<file path="src/rtl/wds_pkg.sv">
package wds_pkg;
  localparam int WARP_THREADS = 32;
  localparam int IDX_W        = 5;

  function automatic int slice_count(input int lanes);
    return WARP_THREADS / lanes;
  endfunction

  function automatic bit lanes_legal(input int lanes);
    return (lanes == 1) || (lanes == 2) || (lanes == 4) ||
           (lanes == 8) || (lanes == 16) || (lanes == 32);
  endfunction
endpackage

</file>
<file path="src/rtl/wds_slice_ctr.sv">
module wds_slice_ctr #(
  parameter int SLICES = 4,
  localparam int SW = (SLICES > 1) ? $clog2(SLICES) : 1
) (
  input  logic          clk,
  input  logic          rst_n,
  input  logic          start,
  output logic          active,
  output logic [SW-1:0] cnt,
  output logic          last
);
  logic          active_d;
  logic [SW-1:0] cnt_d;
  logic          cnt_en;

  assign last = active && (cnt == SW'(SLICES - 1));

  always_comb begin
    active_d = active;
    cnt_d    = cnt;
    cnt_en   = 1'b0;
    if (start) begin
      active_d = 1'b1;
      cnt_d    = '0;
      cnt_en   = 1'b1;
    end else if (active) begin
      cnt_en = 1'b1;
      if (last) begin
        active_d = 1'b0;
        cnt_d    = '0;
      end else begin
        cnt_d = cnt + SW'(1);
      end
    end
  end

  always_ff @(posedge clk or negedge rst_n) begin
    if (!rst_n) begin
      active <= 1'b0;
      cnt    <= '0;
    end else if (cnt_en) begin
      active <= active_d;
      cnt    <= cnt_d;
    end
  end
endmodule

</file>
<file path="src/rtl/wds_mask_hold.sv">
module wds_mask_hold #(
  parameter int LANES = 8,
  parameter int SW    = 2
) (
  input  logic             clk,
  input  logic             rst_n,
  input  logic             load,
  input  logic [31:0]      mask_in,
  input  logic [SW-1:0]    cnt,
  output logic [LANES-1:0] slice_bits
);
  logic [31:0] mask_q;
  logic [31:0] shifted;

  always_ff @(posedge clk or negedge rst_n) begin
    if (!rst_n) begin
      mask_q <= '0;
    end else if (load) begin
      mask_q <= mask_in;
    end
  end

  always_comb begin
    shifted    = mask_q >> (int'(cnt) * LANES);
    slice_bits = shifted[LANES-1:0];
  end
endmodule

</file>
<file path="src/rtl/wds_lane_drive.sv">
module wds_lane_drive #(
  parameter int LANES = 8
) (
  input  logic             slot,
  input  logic [LANES-1:0] slice_bits,
  output logic [LANES-1:0] lane_sel
);
  for (genvar i = 0; i < LANES; i++) begin : g_lane
    assign lane_sel[i] = slot & slice_bits[i];
  end
endmodule

</file>
<file path="src/rtl/warp_dispatch_serializer.sv">
module warp_dispatch_serializer
  import wds_pkg::*;
#(
  parameter int LANES = 8
) (
  input  logic             clk,
  input  logic             rst_n,
  input  logic             iss_valid_i,
  input  logic [31:0]      iss_mask_i,
  output logic             busy_o,
  output logic             slot_vld_o,
  output logic [4:0]       slice_idx_o,
  output logic [LANES-1:0] lane_sel_o,
  output logic             done_o
);
  localparam int SLICES = slice_count(LANES);
  localparam int SW     = (SLICES > 1) ? $clog2(SLICES) : 1;

  // only power-of-two lane counts that divide a warp evenly
  if (!lanes_legal(LANES)) begin : g_bad_lanes
    $error("LANES must be 1, 2, 4, 8, 16 or 32");
  end

  logic          accept;
  logic          active;
  logic          last;
  logic [SW-1:0] cnt;
  logic [LANES-1:0] slice_bits;

  assign accept = iss_valid_i && !busy_o;

  wds_slice_ctr #(.SLICES(SLICES)) i_ctr (
    .clk    (clk),
    .rst_n  (rst_n),
    .start  (accept),
    .active (active),
    .cnt    (cnt),
    .last   (last)
  );

  wds_mask_hold #(.LANES(LANES), .SW(SW)) i_mask (
    .clk        (clk),
    .rst_n      (rst_n),
    .load       (accept),
    .mask_in    (iss_mask_i),
    .cnt        (cnt),
    .slice_bits (slice_bits)
  );

  wds_lane_drive #(.LANES(LANES)) i_drive (
    .slot       (active),
    .slice_bits (slice_bits),
    .lane_sel   (lane_sel_o)
  );

  assign busy_o      = active && !last;
  assign slot_vld_o  = active;
  assign slice_idx_o = IDX_W'(cnt);
  assign done_o      = last;
endmodule

</file>
<file path="config.mk">
export PLATFORM = sky130hd
export DESIGN_NAME = warp_dispatch_serializer
export DESIGN_NICKNAME = d
export VERILOG_FILES = /design/src/rtl/wds_pkg.sv /design/src/rtl/wds_slice_ctr.sv /design/src/rtl/wds_mask_hold.sv /design/src/rtl/wds_lane_drive.sv /design/src/rtl/warp_dispatch_serializer.sv
export SDC_FILE = /design/constraint.sdc
export NUM_CORES = 1
export LEC_CHECK = 0
export ABC_AREA = 1
export BUFFER_PORTS_ARGS = -buffer_cell sky130_fd_sc_hd__buf_2
export CAP_MARGIN = 20
export CORE_MARGIN = 4
export CORE_UTILIZATION = 55
export DETAILED_ROUTE_END_ITERATION = 16
export PLACE_DENSITY = 0.91
export SLEW_MARGIN = 5
export SYNTH_ARGS = -nofsm -noshare
export SYNTH_HDL_FRONTEND = slang
export SYNTH_HIERARCHICAL = 1
export SYNTH_SLANG_ARGS = --single-unit
</file>
<file path="constraint.sdc">
create_clock -name clk -period 2.35 [get_ports clk]
set_clock_uncertainty 0.1 [all_clocks]
set_input_delay 0.5875 -clock clk [delete_from_list [all_inputs] [get_ports clk]]
set_output_delay 0.5875 -clock clk [all_outputs]
set_load 0.02 [all_outputs]
</file>
==> impl_metrics.json, run 1 <==
{
  "htreeDepth": 2,
  "floorplan.rows": 20,
  "synthArstFlopShare_pct": 100.0,
  "start_util_pct": 58.17,
  "grt_pass1_vias": 1468,
  "grt_pass1_wl_mm": 6.306,
  "antenna_left": 0,
  "die_y_um": 65.06,
  "required_ns": 1.66,
  "ios": 51,
  "crit_fanout": 11,
  "finalPower_mw": 2.883,
  "hold_buffers": 0,
  "drv_cap": 0,
  "antenna_found_initial": 0,
  "cts.clk_slew.worst_paths_ns": 0.10,
  "ys.flop_type": "dfrtp_1",
  "hold_viol_final": 0,
  "synth.cell_area_um2": 1790,
  "dpl.hpwl_mm": 2.687,
  "fillers": 265,
  "synth-seq-cells": 35,
  "dpl.cell_count": 322,
  "grt_overflow_total": 0,
  "reg2reg_depth": 9,
  "arrival_ns": 1.52,
  "cts-root-buf": "clkbuf_4",
  "first_pass_iters": 5,
  "worstReg2RegStart": "i_ctr/cnt[1]",
  "yosysSeqAreaShare_pct": 48.92,
  "r2r_end": "i_ctr/cnt[1]",
  "synth_edf_count": 0,
  "fin_cells": 330,
  "rsz0062_at_grt": "false",
  "track_usage_pct": 19.50,
  "netlist_top_cells_area": "dfrtp_1 49%, nand2_1 18%, inv_1 10%, o21ai_0 9.2%, nand3_1 4.5%",
  "power.leakage_nw": 1.211,
  "ir_drop_v": 0.0008228,
  "power_density_nw_per_um2": 1381,
  "synth_cell_type_count": 13,
  "setup_viol": 0,
  "cts_tree": "yes",
  "relSlewSlack_pct": 50.41,
  "antenna_cells": 0,
  "timing.final.ws_setup_ns": 0.1388,
  "dpl_worst_slack_ns": 0.4583,
  "drive_gt1_share_pct": 22.03,
  "critical_path_class": "register to output pin",
  "hold_class": "primary input to asynchronous set/reset pin",
  "final_net_count": 321,
  "viasPerCell": 4.585,
  "layout_min_cycle_time_ns": 2.211,
  "area_delta_synth_final_pct": 16.56,
  "vias": 1513,
  "cts_buffers": 5,
  "grt_max_degree": 66,
  "status": "finished, final reports clean",
  "max_clock_freq_mhz": 452.2,
  "core_area_um2": 3078,
  "synth_top_area_cell": "dfrtp_1",
  "numPortBuffers": 47,
  "route.detailed.wl_per_inst_um": 10.87,
  "cts_buffer_depth": 2,
  "die_area_um2": 4232,
  "insertion_delay_ns": 0.33,
  "drt_iter0_markers": 86,
  "fin_setup_tns_ns": 0,
  "worst_pin_slew_ns": 0.7439,
  "synth_common_cells": "85 x nand2_1, 49 x inv_1, 35 x dfrtp_1",
  "syn_area_per_cell_um2": 7.429,
  "yosysMostFrequentCell": "nand2_1",
  "synthCells": 241,
  "crit_path_end_kind": "output pin",
  "start_kind": "register",
  "design_area_um2": 2087,
  "drc": 0,
  "gp_congestion": 0.8359,
  "period_share_pct": 94.09,
  "die_w_um": 65.06,
  "place_area_um2": 2016,
  "finalCoreUtilization_pct": 67.80,
  "whs_ns": 0.2029,
  "finalMaxSlewViolations": 0,
  "r2r_setup_slack_ns": 0.58,
  "synth_top_area_share_pct": 48.92,
  "cts_num_sinks": 35,
  "yosysWarnings": 6,
  "wl_mm": 3.588
}
-- critical path, cell delays in order (launching register included) --
cell     delay [ns]
dfrtp_2        0.50
buf_4          0.19
nand2_1        0.06
nand3_1        0.07
nand2_1        0.07
nand2_1        0.06
inv_1          0.08
buf_2          0.16
-- cell type report --
type	count	area, um2	share of cell area, %
multi-input cells	143	624.3	29.92
well taps	44	55.05	2.638
repair buffers	50	270.3	12.95
inverters	50	190.2	9.113
flip-flops and latches	35	878.3	42.09
clock buffers	8	68.82	3.297
-- cell usage in the layout (no fill, tap or decap), drive strengths merged --
| cell type | instances |
|---|---|
| a21oi | 2 |
| nor2 | 3 |
| nand3 | 16 |
| clkbuf | 8 |
| conb | 3 |
| dfrtp | 35 |
| o21ai | 33 |
| buf | 50 |
| ha | 1 |
| nand2 | 85 |
| inv | 50 |
-- per-layer routing --
layer	wire, um	part of all wire (%)	up-vias	GRT usage, %
met2	1669	47	45	30.65
met4	52	1.4	0	6.995
li1	-	-	797	-
met5	0	0	-	0
met3	275	7.7	5	6.932
met1	1590	44	666	24.83
-- logic make-up after synthesis --
family                     count (synthesis)  share of synthesized area (%)
and+or+nand+nor                          104                          22.92
buffers and inverters                     65                          17.05
other                                      1                         0.2094
adders and majority gates                  1                         0.6987
DFF                                       35                          48.92
AOI/OAI and AO/OA                         35                          10.20
-- how the worst max path moves through the flow --
stage	startpoint	endpoint	slack (ns)	depth (start not counted)
5_1_grt	i_ctr/cnt[0]	lane_sel_o[7]	0.008	7
6_report	i_ctr/cnt[0]	lane_sel_o[5]	0.14	7
4_1_cts	i_ctr/cnt[0]	lane_sel_o[3]	0.06	7
3_3_place_gp	i_ctr/cnt[1]	lane_sel_o[5]	0.46	6
2_1_floorplan	i_ctr/cnt[0]	busy_o	0.45	4
3_5_place_dp	i_ctr/cnt[0]	lane_sel_o[6]	0.46	7
-- sequential cells by signal (all words and copies together) (netlist names) --
signal	cells
i_mask/mask_q	32
i_ctr/cnt	2
i_ctr/active	1
-- power breakdown --
part / total (mW) / leakage (nW) / switching [mW] / internal, mW
Combinational: 1.46 / 0.745 / 0.953 / 0.508
Clock: 0.366 / 0.0386 / 0.190 / 0.176
Sequential: 1.06 / 0.428 / 0.162 / 0.893
Total: 2.88 / 1.21 / 1.30 / 1.58
-- repair_timing --
action / 4_1_cts / 5_1_grt
gates resized for setup: 0 / 3
setup endpoints to repair: 0 / 9
setup buffers: 0 / 0
No activity file was read; power rests on OpenSTA's default activity.
==> run 2: changes to the inputs <==
--- a/config.mk
+++ b/config.mk
@@ -9,9 +9,10 @@
 export BUFFER_PORTS_ARGS = -buffer_cell sky130_fd_sc_hd__buf_2
 export CAP_MARGIN = 20
 export CORE_MARGIN = 4
-export CORE_UTILIZATION = 55
+export CORE_UTILIZATION = 40
 export DETAILED_ROUTE_END_ITERATION = 16
-export PLACE_DENSITY = 0.91
+export GPL_TIMING_DRIVEN = 0
+export PLACE_DENSITY = 0.71
 export SLEW_MARGIN = 5
 export SYNTH_ARGS = -nofsm -noshare
 export SYNTH_HDL_FRONTEND = slang
==> run 2 against run 1 <==
- non-clock buffer count rose by 12
- clock-buffer cell count stayed put
- register-to-register slack gained 0.09 ns
- cell count increased by 6.1%
- combinational power grew 10%
- cell area increased by 5.3%
- power is 6.6% higher
- flip-flop and latch count did not move
==> impl_metrics.json, run 2 (synthesis gave the netlist of run 1 again) <==
{
  "worstReg2RegStart": "i_ctr/cnt[0]",
  "die_y_um": 74.91,
  "antenna_left": 0,
  "grt_max_degree": 36,
  "htreeDepth": 2,
  "cp-startpoint": "i_ctr/cnt[0]",
  "numPortBuffers": 47,
  "status": "finished, final reports clean",
  "max_clock_freq_mhz": 454.0,
  "period_share_pct": 93.74,
  "gp_congestion": 0.7979,
  "hold_viol_final": 0,
  "grt_pass1_wl_mm": 6.389,
  "critical_path_class": "register to output pin",
  "drive_gt1_share_pct": 24.50,
  "crit_fanout": 10,
  "cts_tree": "yes",
  "core_area_um2": 4354,
  "power_density_nw_per_um2": 1399,
  "dpl.hpwl_mm": 3.015,
  "rsz0062_at_grt": "false",
  "die_area_um2": 5611,
  "drt_iter0_markers": 99,
  "power.leakage_nw": 1.284,
  "required_ns": 1.66,
  "multiInputGateArea_um2": 616.8,
  "grt_pass1_vias": 1421,
  "finalCoreUtilization_pct": 50.46,
  "arrival_ns": 1.52,
  "wl_mm": 3.998,
  "cts-root-buf": "clkbuf_8",
  "vias": 1553,
  "die_w_um": 74.91,
  "first_pass_iters": 4,
  "insertion_delay_ns": 0.28,
  "antenna_found_initial": 0,
  "layout_common_cells": "85 x nand2_1, 51 x buf_2, 48 x inv_1",
  "worst_pin_slew_ns": 0.7703,
  "cts_buffer_depth": 2,
  "whs_ns": 0.2749,
  "floorplan.rows": 24,
  "area_delta_synth_final_pct": 22.71,
  "cts.clk_slew.worst_paths_ns": 0.07,
  "place_area_um2": 2098,
  "drc": 0,
  "crit_path_end_kind": "output pin",
  "layout_min_cycle_time_ns": 2.203,
  "cts_buffers": 5,
  "start_kind": "register",
  "start_util_pct": 41.12,
  "track_usage_pct": 15.03,
  "ir_drop_v": 0.0004998,
  "finalMaxSlewViolations": 0,
  "antenna_cells": 0,
  "largest_reg_flops": 32,
  "setup_viol": 0,
  "viasPerCell": 4.437,
  "regArea_um2": 875.8,
  "route.detailed.wl_per_inst_um": 11.42,
  "hold_class": "primary input to asynchronous set/reset pin",
  "largest_registers": "i_mask/mask_q x32, i_ctr/cnt x2, i_ctr/active x1",
  "drv_cap": 0,
  "relSlewSlack_pct": 48.65,
  "cts_num_sinks": 35,
  "final_net_count": 333,
  "ios": 51,
  "grt_overflow_total": 0,
  "fillers": 441,
  "fin_setup_tns_ns": 0,
  "design_area_um2": 2197,
  "final_common_cell": "nand2_1",
  "largest_register": "i_mask/mask_q"
}
==> run 2: path summary, 6_finish.rpt <==
path | end | slack (ns) | depth (start not counted)
worst min-delay path | i_mask/mask_q[12] | 0.27 | 1
worst max-delay path | lane_sel_o[7] | 0.15 | 8
max in group asynchronous | i_mask/mask_q[20] | 1.37 | 1
worst min register to register | i_mask/mask_q[31] | 0.43 | 2
min in group clk | i_mask/mask_q[4] | 0.41 | 3
worst max register to register | i_mask/mask_q[19] | 0.67 | 9
==> run 2: area by class of cell <==
type,instances,area share [%]
multi-input cells,143,28.08
flip-flops and latches,35,39.86
inverters,50,8.656
clock buffers,8,4.556
repair buffers,48,11.16
plain buffers,14,4.727
well taps,52,2.961
==> run 2: report_power, final <==
group          total, mW  switching [mW]  internal [mW]
clock              0.472           0.204          0.267
sequential         0.996           0.103          0.893
combinational       1.61            1.04          0.569
total               3.07            1.34           1.73
==> run 2: what timing repair did <==
item / CTS / global route
setup endpoints to repair: 0 / 2
setup buffers: 0 / 1
hold buffers: 0 / 0
resized for setup: 0 / 2
==> run 2: metrics by stage <==
| step | power, mW | setup slack [ns] | cells |
|---|---|---|---|
| after floorplan | 2.169 | 0.4462 | 243 |
| after global placement | 2.593 | 0.4061 | 342 |
| after detailed placement | 2.630 | 0.4038 | 342 |
| after CTS | 3.117 | 0.09012 | 350 |
| after global routing | 3.371 | 0.01894 | 350 |
| final | 3.074 | 0.1471 | 350 |
==> run 2: worst max-delay path, stage by stage (launching register included) <==
cell,delay (ns)
dfrtp_1,0.42
buf_6,0.16
buf_4,0.16
nand2_1,0.09
nand3_1,0.10
nand2_1,0.07
nand2_1,0.06
inv_1,0.06
buf_4,0.13
==> run 2: routing by layer <==
metal  wire, um  up-vias  share of wire, %  global-route usage, %
li1           -      824                 -                      -
met1       1814      693                45                  19.95
met2       1897       34                47                  23.69
met3        266        2               6.7                  4.806
met4         19        0              0.48                  4.150
met5          0        -                 0                      0
